### config.mk
export PLATFORM = sky130hd
export DESIGN_NAME = i2c_addr_match
export DESIGN_NICKNAME = d
export VERILOG_FILES = /design/src/rtl/i2c_addr_match.sv
export SDC_FILE = /design/constraint.sdc
export NUM_CORES = 1
export LEC_CHECK = 0
export ABC_AREA = 1
export BUFFER_PORTS_ARGS = -buffer_cell sky130_fd_sc_hd__buf_2
export CORE_AREA = 3 3 40 42
export CTS_CLUSTER_DIAMETER = 200
export DETAILED_ROUTE_END_ITERATION = 8
export DIE_AREA = 0 0 43 45
export REMOVE_ABC_BUFFERS = 1
export SLEW_MARGIN = 25
export SYNTH_ARGS = -nofsm -noshare
export SYNTH_HDL_FRONTEND = slang
export SYNTH_SLANG_ARGS = --single-unit
export TNS_END_PERCENT = 1
### constraint.sdc
create_clock -name clk -period 2.4 [get_ports clk]
set_clock_uncertainty 0.2 [all_clocks]
set_input_delay 0.12 -clock clk [delete_from_list [all_inputs] [get_ports clk]]
set_output_delay 0.12 -clock clk [all_outputs]
set_load 0.005 [all_outputs]
### src/rtl/i2c_addr_match.sv
module i2c_addr_match #(
  parameter int AW = 7,
  parameter logic [AW-1:0] ARP_ADDR = 7'h61
) (
  input  logic          clk,
  input  logic          rst_n,
  input  logic          start_det,
  input  logic          byte_vld,
  input  logic [7:0]    rx_byte,
  input  logic          slave_mode,
  input  logic          gc_en,
  input  logic          arp_en,
  input  logic [AW-1:0] own_addr,
  output logic          match,
  output logic [1:0]    match_type,
  output logic          new_match,
  output logic          rd_wr
);

  localparam logic [1:0] T_NONE = 2'b00;
  localparam logic [1:0] T_OWN  = 2'b01;
  localparam logic [1:0] T_ARP  = 2'b10;
  localparam logic [1:0] T_GC   = 2'b11;

  logic       armed;
  logic [1:0] hit;

  wire own_hit = rx_byte[7:8-AW] == own_addr;
  wire arp_hit = arp_en && (rx_byte[7:8-AW] == ARP_ADDR);
  wire gc_hit  = gc_en && (rx_byte == 8'h00);

  assign hit = own_hit ? T_OWN : arp_hit ? T_ARP : gc_hit ? T_GC : T_NONE;

  always_ff @(posedge clk or negedge rst_n) begin
    if (!rst_n) begin
      armed      <= 1'b0;
      match      <= 1'b0;
      match_type <= T_NONE;
      new_match  <= 1'b0;
      rd_wr      <= 1'b0;
    end else begin
      new_match <= 1'b0;
      if (start_det) begin
        armed      <= 1'b1;
        match      <= 1'b0;
        match_type <= T_NONE;
        rd_wr      <= 1'b0;
      end else if (byte_vld && armed) begin
        armed <= 1'b0;
        if (slave_mode && hit != T_NONE) begin
          match      <= 1'b1;
          match_type <= hit;
          new_match  <= 1'b1;
          rd_wr      <= rx_byte[0];
        end
      end
      if (!slave_mode) begin
        match      <= 1'b0;
        match_type <= T_NONE;
        rd_wr      <= 1'b0;
      end
    end
  end

  a_r10_single_pulse: assert property (@(posedge clk) disable iff (!rst_n)
    new_match |=> !new_match);
  a_r10_pulse_with_match: assert property (@(posedge clk) disable iff (!rst_n)
    new_match |-> match && match_type != T_NONE);
  a_r8_no_match_outside_slave: assert property (@(posedge clk) disable iff (!rst_n)
    !slave_mode |=> !new_match && !match);
  a_r9_start_clears: assert property (@(posedge clk) disable iff (!rst_n)
    start_det |=> !match && !new_match && match_type == T_NONE);
  a_r7_result_held: assert property (@(posedge clk) disable iff (!rst_n)
    match && !start_det && slave_mode |=> match && $stable(match_type) && $stable(rd_wr));
  a_r4_gc_needs_enable: assert property (@(posedge clk) disable iff (!rst_n)
    $rose(match) && match_type == T_GC |-> $past(gc_en));
  a_r5_arp_needs_enable: assert property (@(posedge clk) disable iff (!rst_n)
    $rose(match) && match_type == T_ARP |-> $past(arp_en));

endmodule

# Yosys cells after proc, flatten, opt, wreduce, memory -nomap -nowiden
# Cells that the tools add are included.
# word_totals
input_bits,22
register_bits,6
# op_classes
mux,20
eq_ne,4
n_reduce_logical,8
# ops
operator,count
$mux W2,7
$mux W1,13
$logic_not A8 Y1,1
$eq A7 B7 Y1,1
$eq A7 B7 Y1 const B,1
$ne A3 B2 Y1 const B,2
$logic_and A1 B1 Y1,4
$reduce_bool A2 Y1,2
$reduce_and A2 Y1,1

# Depth between registers and ports, before layout
# Gate-level depths: netlist of the first run.
# depth
depth_word,11
depth_mapped,9

# Worst setup path after synthesis of the first run
# OpenSTA, ideal clock, no wires.
# synth_timing
path_kind,input -> register
start,input port rx_byte[3]
end,register match_type[0]
arrival_ns,0.746
cell_stages,9
setup_ns,0.120
setup_slack_ns,1.334
t_required_ns,2.080
n_path_buf,0
cell_sequence,inv_1 nand2_1 nand2_1 nor2_1 nand2_1 o21ai_2 nand2_2 nand3_1 nand2_1
# synth_between
elab_chain_cells,9
# synth_rtl
element,line,text
start: declaration,9,"input logic [7:0] rx_byte,"
$logic_not A8 Y1,30,wire gc_hit = gc_en && (rx_byte == 8'h00);
$logic_and A1 B1 Y1,30,
$mux W2 (2 in a row),32,assign hit = own_hit ? T_OWN : arp_hit ? T_ARP : gc_hit ? T_GC : T_NONE;
$mux W2 (*),32,
$reduce_bool A2 Y1 / $mux W2 (equally long branches),50,if (slave_mode && hit != T_NONE) begin
$logic_and A1 B1 Y1 / $mux W2 (equally long branches),"50, 48",
$ne A3 B2 Y1 (no source line) / $mux W2 (equally long branches),n/a,
$reduce_and A2 Y1 (no source line) / $mux W2 (equally long branches),n/a,
end signal: assignment,52,match_type <= hit;
end: declaration,15,"output logic [1:0] match_type,"
# Every way passes the cells marked *; elsewhere a longest branch is shown, timed or not. The select of a mux whose other input is x is not followed.
# A chain may end at the register's enable or synchronous reset.

# Worst setup path after layout of the first run
# layout_timing
start,input port start_det
end,register armed
# layout_between
elab_chain_cells,1
# layout_rtl
element,line,text
start: declaration,7,"input logic start_det,"
$mux W1 / $reduce_bool A2 Y1 (equally long branches),n/a,
end signal: assignment,36,armed <= 1'b0;
end signal: assignment,44,armed <= 1'b1;
end signal: assignment,49,armed <= 1'b0;
end: declaration,25,logic armed;
# Parallel ways exist; a longest one is shown, timed or not.

==> impl_metrics.yaml, run 1 <==
status:
  status: "completed"
sta:
  final-setup-viol-count: 0
  finalMaxSlewViolations: 0
  setup-tns-final_ps: 0
  finalCriticalPeriod_ps: 1560
  clock.fmax_mhz: 641
  hold_viol_final: 0
  slew_headroom_pct: 88.1
  layout_setup_ws_ps: 840
  tightest_slew_ps: 178
  rsz0062_at_grt: "no"
  fin_crit_sh_pct: 65.0
floorplanning:
  dieArea_um2: 1940
  fp.dieW_um: 43
  start_util_pct: 34.6
  rows: 13
  ios: 27
  die_h_um: 45
  core_area_um2: 1280
routing:
  route.detailed.drc: 0
  finalWirelength_um: 1010
  first_iter_violations: 2
  via_per_inst: 4.38
  dr.pass1.iters: 2
  wl_per_cell_um: 8.15
  ant_nets: 0
  num_vias: 543
cts:
  worstSkewPairLatency_ps: 240
  cts_resized: 0
  htreeDepth: 1
  cts_tree: "done"
  path_clk_slew_ps: 40
  clockBufferDepth: 2
  clock_sinks: 6
  clockRootBuffer: "clkbuf_4"
  cts_buffers: 3
power:
  switching_share_pct: 25.1
  pwr-share-clk_pct: 36.4
  p_per_area_nw_per_um2: 372
  vdd_drop_max_mv: 0.104
  internal_power_w: 0.000188
  p_seq_share_pct: 41.2
  switchingPower_w: 0.0000629
  combPwrFrac_pct: 22.4
  leakage_nw: 0.436
logic_synthesis:
  syn_avg_cell_area_um2: 6.00
  synth_warnings: 0
  synthCells: 74
  syn_area_um2: 444
  yosysSeqAreaShare_pct: 33.8
  ys_ff_latch: 6
  synth_cell_type_count: 12
placed_design:
  dp_hpwl_um: 880
  preCtsSetupSlack_ps: 1090
  gp_congestion: 0.789
  portBuffers: 26
critical_path:
  required_ps: 2320
  cp-start-kind: "primary input"
  cp_max_fo: 3
  critPathCaptureType: "register"
  worstPathArrival_ps: 1480
  path_class: "primary input to register"
worst_hold_path:
  hold_class: "primary input to async pin"
global_routing:
  grt_max_degree: 7
  antenna_found_initial: 0
  overflow: 0
  grt_pass1_wl_um: 1930
  grt_pass1_vias: 515
  grt_usage_pct: 13.6
flow_run:
  maxCapViolCount: 0
final_layout:
  diodes: 0
  area_delta_synth_final_pct: 52.1
  mostFrequentLayoutCells: "26 x buf_2, 24 x nand2_1, 16 x inv_1"
  final_common_cell: "buf_2"
  drive_gt1_share_pct: 30.3
  nNetsFinal: 133
-- synthesized netlist by cell type --
cell type / n / share of area, %
nand2_1: 24 / 20
inv_1: 16 / 14
nor2_1: 10 / 8.5
nand3_1: 8 / 9.0
dfrtp_1: 6 / 34
o21ai_0: 3 / 3.4
o21ai_2: 2 / 3.9
and2_2: 1 / 1.7
nand2_2: 1 / 1.4
nand4_1: 1 / 1.4
nor3_1: 1 / 1.1
xnor2_1: 1 / 2.0
-- registers in the layout, indices dropped and copies added (netlist names) --
signal	cells
armed	1
match_type	2
new_match	1
match	1
rd_wr	1
-- cell type report --
type | count | area, µm²
fill | 137 | 609
multi-input combinational | 52 | 234
timing repair buffer | 32 | 190
sequential | 6 | 150
inverter | 16 | 60.1
clock buffer | 3 | 22.5
tap | 15 | 18.8
-- power by group through the flow --
| stage | logic [W] | registers, W | clock network [W] |
|---|---|---|---|
| 2_1_floorplan | 0.0000224 | 0.000105 | 0 |
| 3_3_place_gp | 0.0000480 | 0.000105 | 0 |
| 3_5_place_dp | 0.0000490 | 0.000105 | 0 |
| 4_1_cts | 0.0000568 | 0.000103 | 0.0000953 |
| 5_1_grt | 0.0000666 | 0.000103 | 0.000103 |
| 6_report | 0.0000563 | 0.000103 | 0.0000913 |
-- kinds of logic after synthesis --
group                  count (synthesis)  share of synthesized area, %
AND/OR/NAND/NOR                       46                          43.4
buffers and inverters                 16                          13.5
AO/OA/AOI/OAI                          5                          7.32
flip-flops                             6                          33.8
XOR/XNOR                               1                          1.97
-- worst max-delay path, cell delays in order --
cell	delay, ps
dlygate4sd3_1	540
buf_2	130
inv_1	60
o21ai_0	80
dlygate4sd3_1	550
-- layer usage --
| metal | track usage (%) | vias up | wire length, µm |
|---|---|---|---|
| met5 | 0 | - | 0 |
| met4 | 12.7 | 0 | 34 |
| met3 | 1.20 | 4 | 71 |
| met2 | 23.7 | 20 | 492 |
| met1 | 14.5 | 224 | 411 |
| li1 | - | 295 | - |
-- final timing paths --
kind                       startpoint             to  slack, ps  depth (start not counted)
setup reg to reg                armed          armed       1040                          3
hold / removal                  rst_n          armed         30                          2
max in group asynchronous       rst_n  match_type[0]       1830                          2
hold reg to reg                 match          match        290                          2
setup / recovery            start_det          armed        840                          5
min in group clk                gc_en  match_type[0]        150                          5
-- metrics by stage --
| step | util, % | total power [W] | cells | hold WS (ps) | area [µm²] |
|---|---|---|---|---|---|
| 4_1_cts | 52.6 | 0.000256 | 124 | 21.3 | 676 |
| 2_1_floorplan | - | 0.000127 | 74 | -376 | 444 |
| 3_5_place_dp | 46.2 | 0.000154 | 115 | -253 | 593 |
| 5_1_grt | 52.6 | 0.000273 | 124 | 37.7 | 676 |
| 3_3_place_gp | 46.2 | 0.000153 | 115 | -254 | 593 |
| 6_report | 52.6 | 0.000251 | 124 | 29.4 | 676 |
-- timing repair --
action | in CTS | in global routing
buffers inserted | 0 | 0
hold buffers | 6 | 0
endpoints found under the hold margin | 11 | 0
setup endpoints to repair | 0 | 0
Power figures use the tool's default switching activity.
==> inputs of run 2 (changes only) <==
--- a/config.mk
+++ b/config.mk
@@ -11,6 +11,7 @@
 export CTS_CLUSTER_DIAMETER = 200
 export DETAILED_ROUTE_END_ITERATION = 8
 export DIE_AREA = 0 0 43 45
+export PLACE_DENSITY = 0.67
 export REMOVE_ABC_BUFFERS = 1
 export SLEW_MARGIN = 25
 export SYNTH_ARGS = -nofsm -noshare
==> constraint.sdc (replaced) <==
create_clock -name clk -period 1.27 [get_ports clk]
set_clock_uncertainty 0.2 [all_clocks]
set_input_delay 0.0635 -clock clk [delete_from_list [all_inputs] [get_ports clk]]
set_output_delay 0.0635 -clock clk [all_outputs]
set_load 0.005 [all_outputs]
==> run 2 against run 1 <==
  * Final cell count did not move
  * Clock power rose by 82%
  * Total power rose by 88%
  * Via count fell by 1.5%
==> impl_metrics.yaml, run 2 (synthesis results as in run 1) <==
status:
  status: "completed"
sta:
  tightest_slew_ps: 259
  hold_viol_final: 0
  slew_headroom_pct: 82.7
  clock.fmax_mhz: 842
  layout_setup_ws_ps: 81.9
  setup-tns-final_ps: 0
  fin_crit_sh_pct: 93.6
  fin_hold_ws_ps: 73.2
  finalMaxSlewViolations: 0
  final-setup-viol-count: 0
  finalCriticalPeriod_ps: 1190
  rsz0062_at_grt: "no"
placed_design:
  postPlaceCellArea_um2: 593
  gp_congestion: 0.742
  preCtsSetupSlack_ps: 57.7
  portBuffers: 26
  dp_hpwl_um: 890
floorplanning:
  ios: 27
  dieArea_um2: 1940
  core_area_um2: 1280
  rows: 13
  fp.dieW_um: 43
  start_util_pct: 34.6
  die_h_um: 45
worst_hold_path:
  hold_class: "primary input to register"
  hold_path_depth: 5
global_routing:
  grt_pass1_vias: 501
  grt_pass1_wl_um: 1870
  antenna_found_initial: 0
  grt_max_degree: 7
  overflow: 0
  grt_usage_pct: 12.6
final_layout:
  final_common_cell: "buf_2"
  multiInputGateArea_um2: 246
  diodes: 0
  design_area_um2: 688
  nNetsFinal: 133
  top_register: "match_type"
  drive_gt1_share_pct: 33.9
  mostFrequentLayoutCells: "26 x buf_2, 24 x nand2_1, 15 x inv_1"
  largest_reg_flops: 2
  fill_cells: 124
  ff_latch_area_um2: 150
  area_delta_synth_final_pct: 54.9
critical_path:
  ff2ff_path_depth: 5
  cpMaxStageDelayCell: "dlygate4sd3_1"
  max_stage_delay_ps: 520
  required_ps: 1190
  cp-start-kind: "primary input"
  worstPathArrival_ps: 1110
  cp_max_fo: 4
  path_class: "primary input to register"
  crit_path_cell_trace: "dlygate4sd3_1 -> buf_2 -> nand3_2 -> inv_1 -> nand2_2 -> nand3_1 -> nand2_1"
  critPathCaptureType: "register"
cts:
  cts_buffers: 3
  clockRootBuffer: "clkbuf_4"
  clock_sinks: 6
  cts_tree: "done"
  path_clk_slew_ps: 40
  clockBufferDepth: 2
  htreeDepth: 1
  worstSkewPairLatency_ps: 240
flow_run:
  maxCapViolCount: 0
routing:
  wl_per_cell_um: 8.21
  dr.pass1.iters: 4
  route.detailed.drc: 0
  ant_nets: 0
  first_iter_violations: 8
  finalWirelength_um: 1020
  num_vias: 535
  via_per_inst: 4.31
power:
  p_per_area_nw_per_um2: 685
  power_w: 0.000472
  leakage_nw: 0.437
  vdd_drop_max_mv: 0.227
-- run 2: critical path: cells and delay by family --
kind / cells / cell delay [ps]
AND/OR/NAND/NOR: 4 / 320
buffers and inverters: 3 / 730
-- run 2: timing repair --
item / in CTS / in global routing
hold buffers: 6 / 0
endpoints found under the setup margin: 0 / 3
gates resized for setup: 0 / 4
setup buffers: 0 / 0
hold endpoints to repair: 11 / 0
-- run 2: power by group --
group / internal [W] / switching, W
sequential: 0.000194 / 0.00000181
clock: 0.000106 / 0.0000600
combinational: 0.0000547 / 0.0000543
-- run 2: final timing paths --
kind | from | end | slack [ps]
setup / recovery | byte_vld | match_type[0] | 80
hold / removal | gc_en | match_type[0] | 70
setup reg to reg | armed | match_type[0] | 180
hold reg to reg | match | match | 280
max in group asynchronous | rst_n | match_type[1] | 110
min in group asynchronous | rst_n | match | 550
-- run 2: area by class of cell --
| class | instances | share of cell area, % |
|---|---|---|
| Timing Repair Buffer | 32 | 27.6 |
| Tap cell | 15 | 2.73 |
| Multi-Input combinational cell | 52 | 35.8 |
| Sequential cell | 6 | 21.8 |
| Inverter | 16 | 8.73 |
| Clock buffer | 3 | 3.27 |
-- run 2: per-layer routing --
layer | GRT usage [%] | up-vias | part of all wire, %
li1 | - | 295 | -
met1 | 13.7 | 215 | 43
met2 | 24.0 | 23 | 47
met5 | 0 | - | 0
met3 | 3.59 | 2 | 8.5
met4 | 3.61 | 0 | 1.4
-- run 2: stage by stage --
step,util (%),cells
global route,53.6,124
floorplan,-,74
detailed placement,46.2,115
finish,53.6,124
CTS,52.6,124
global placement,46.2,115
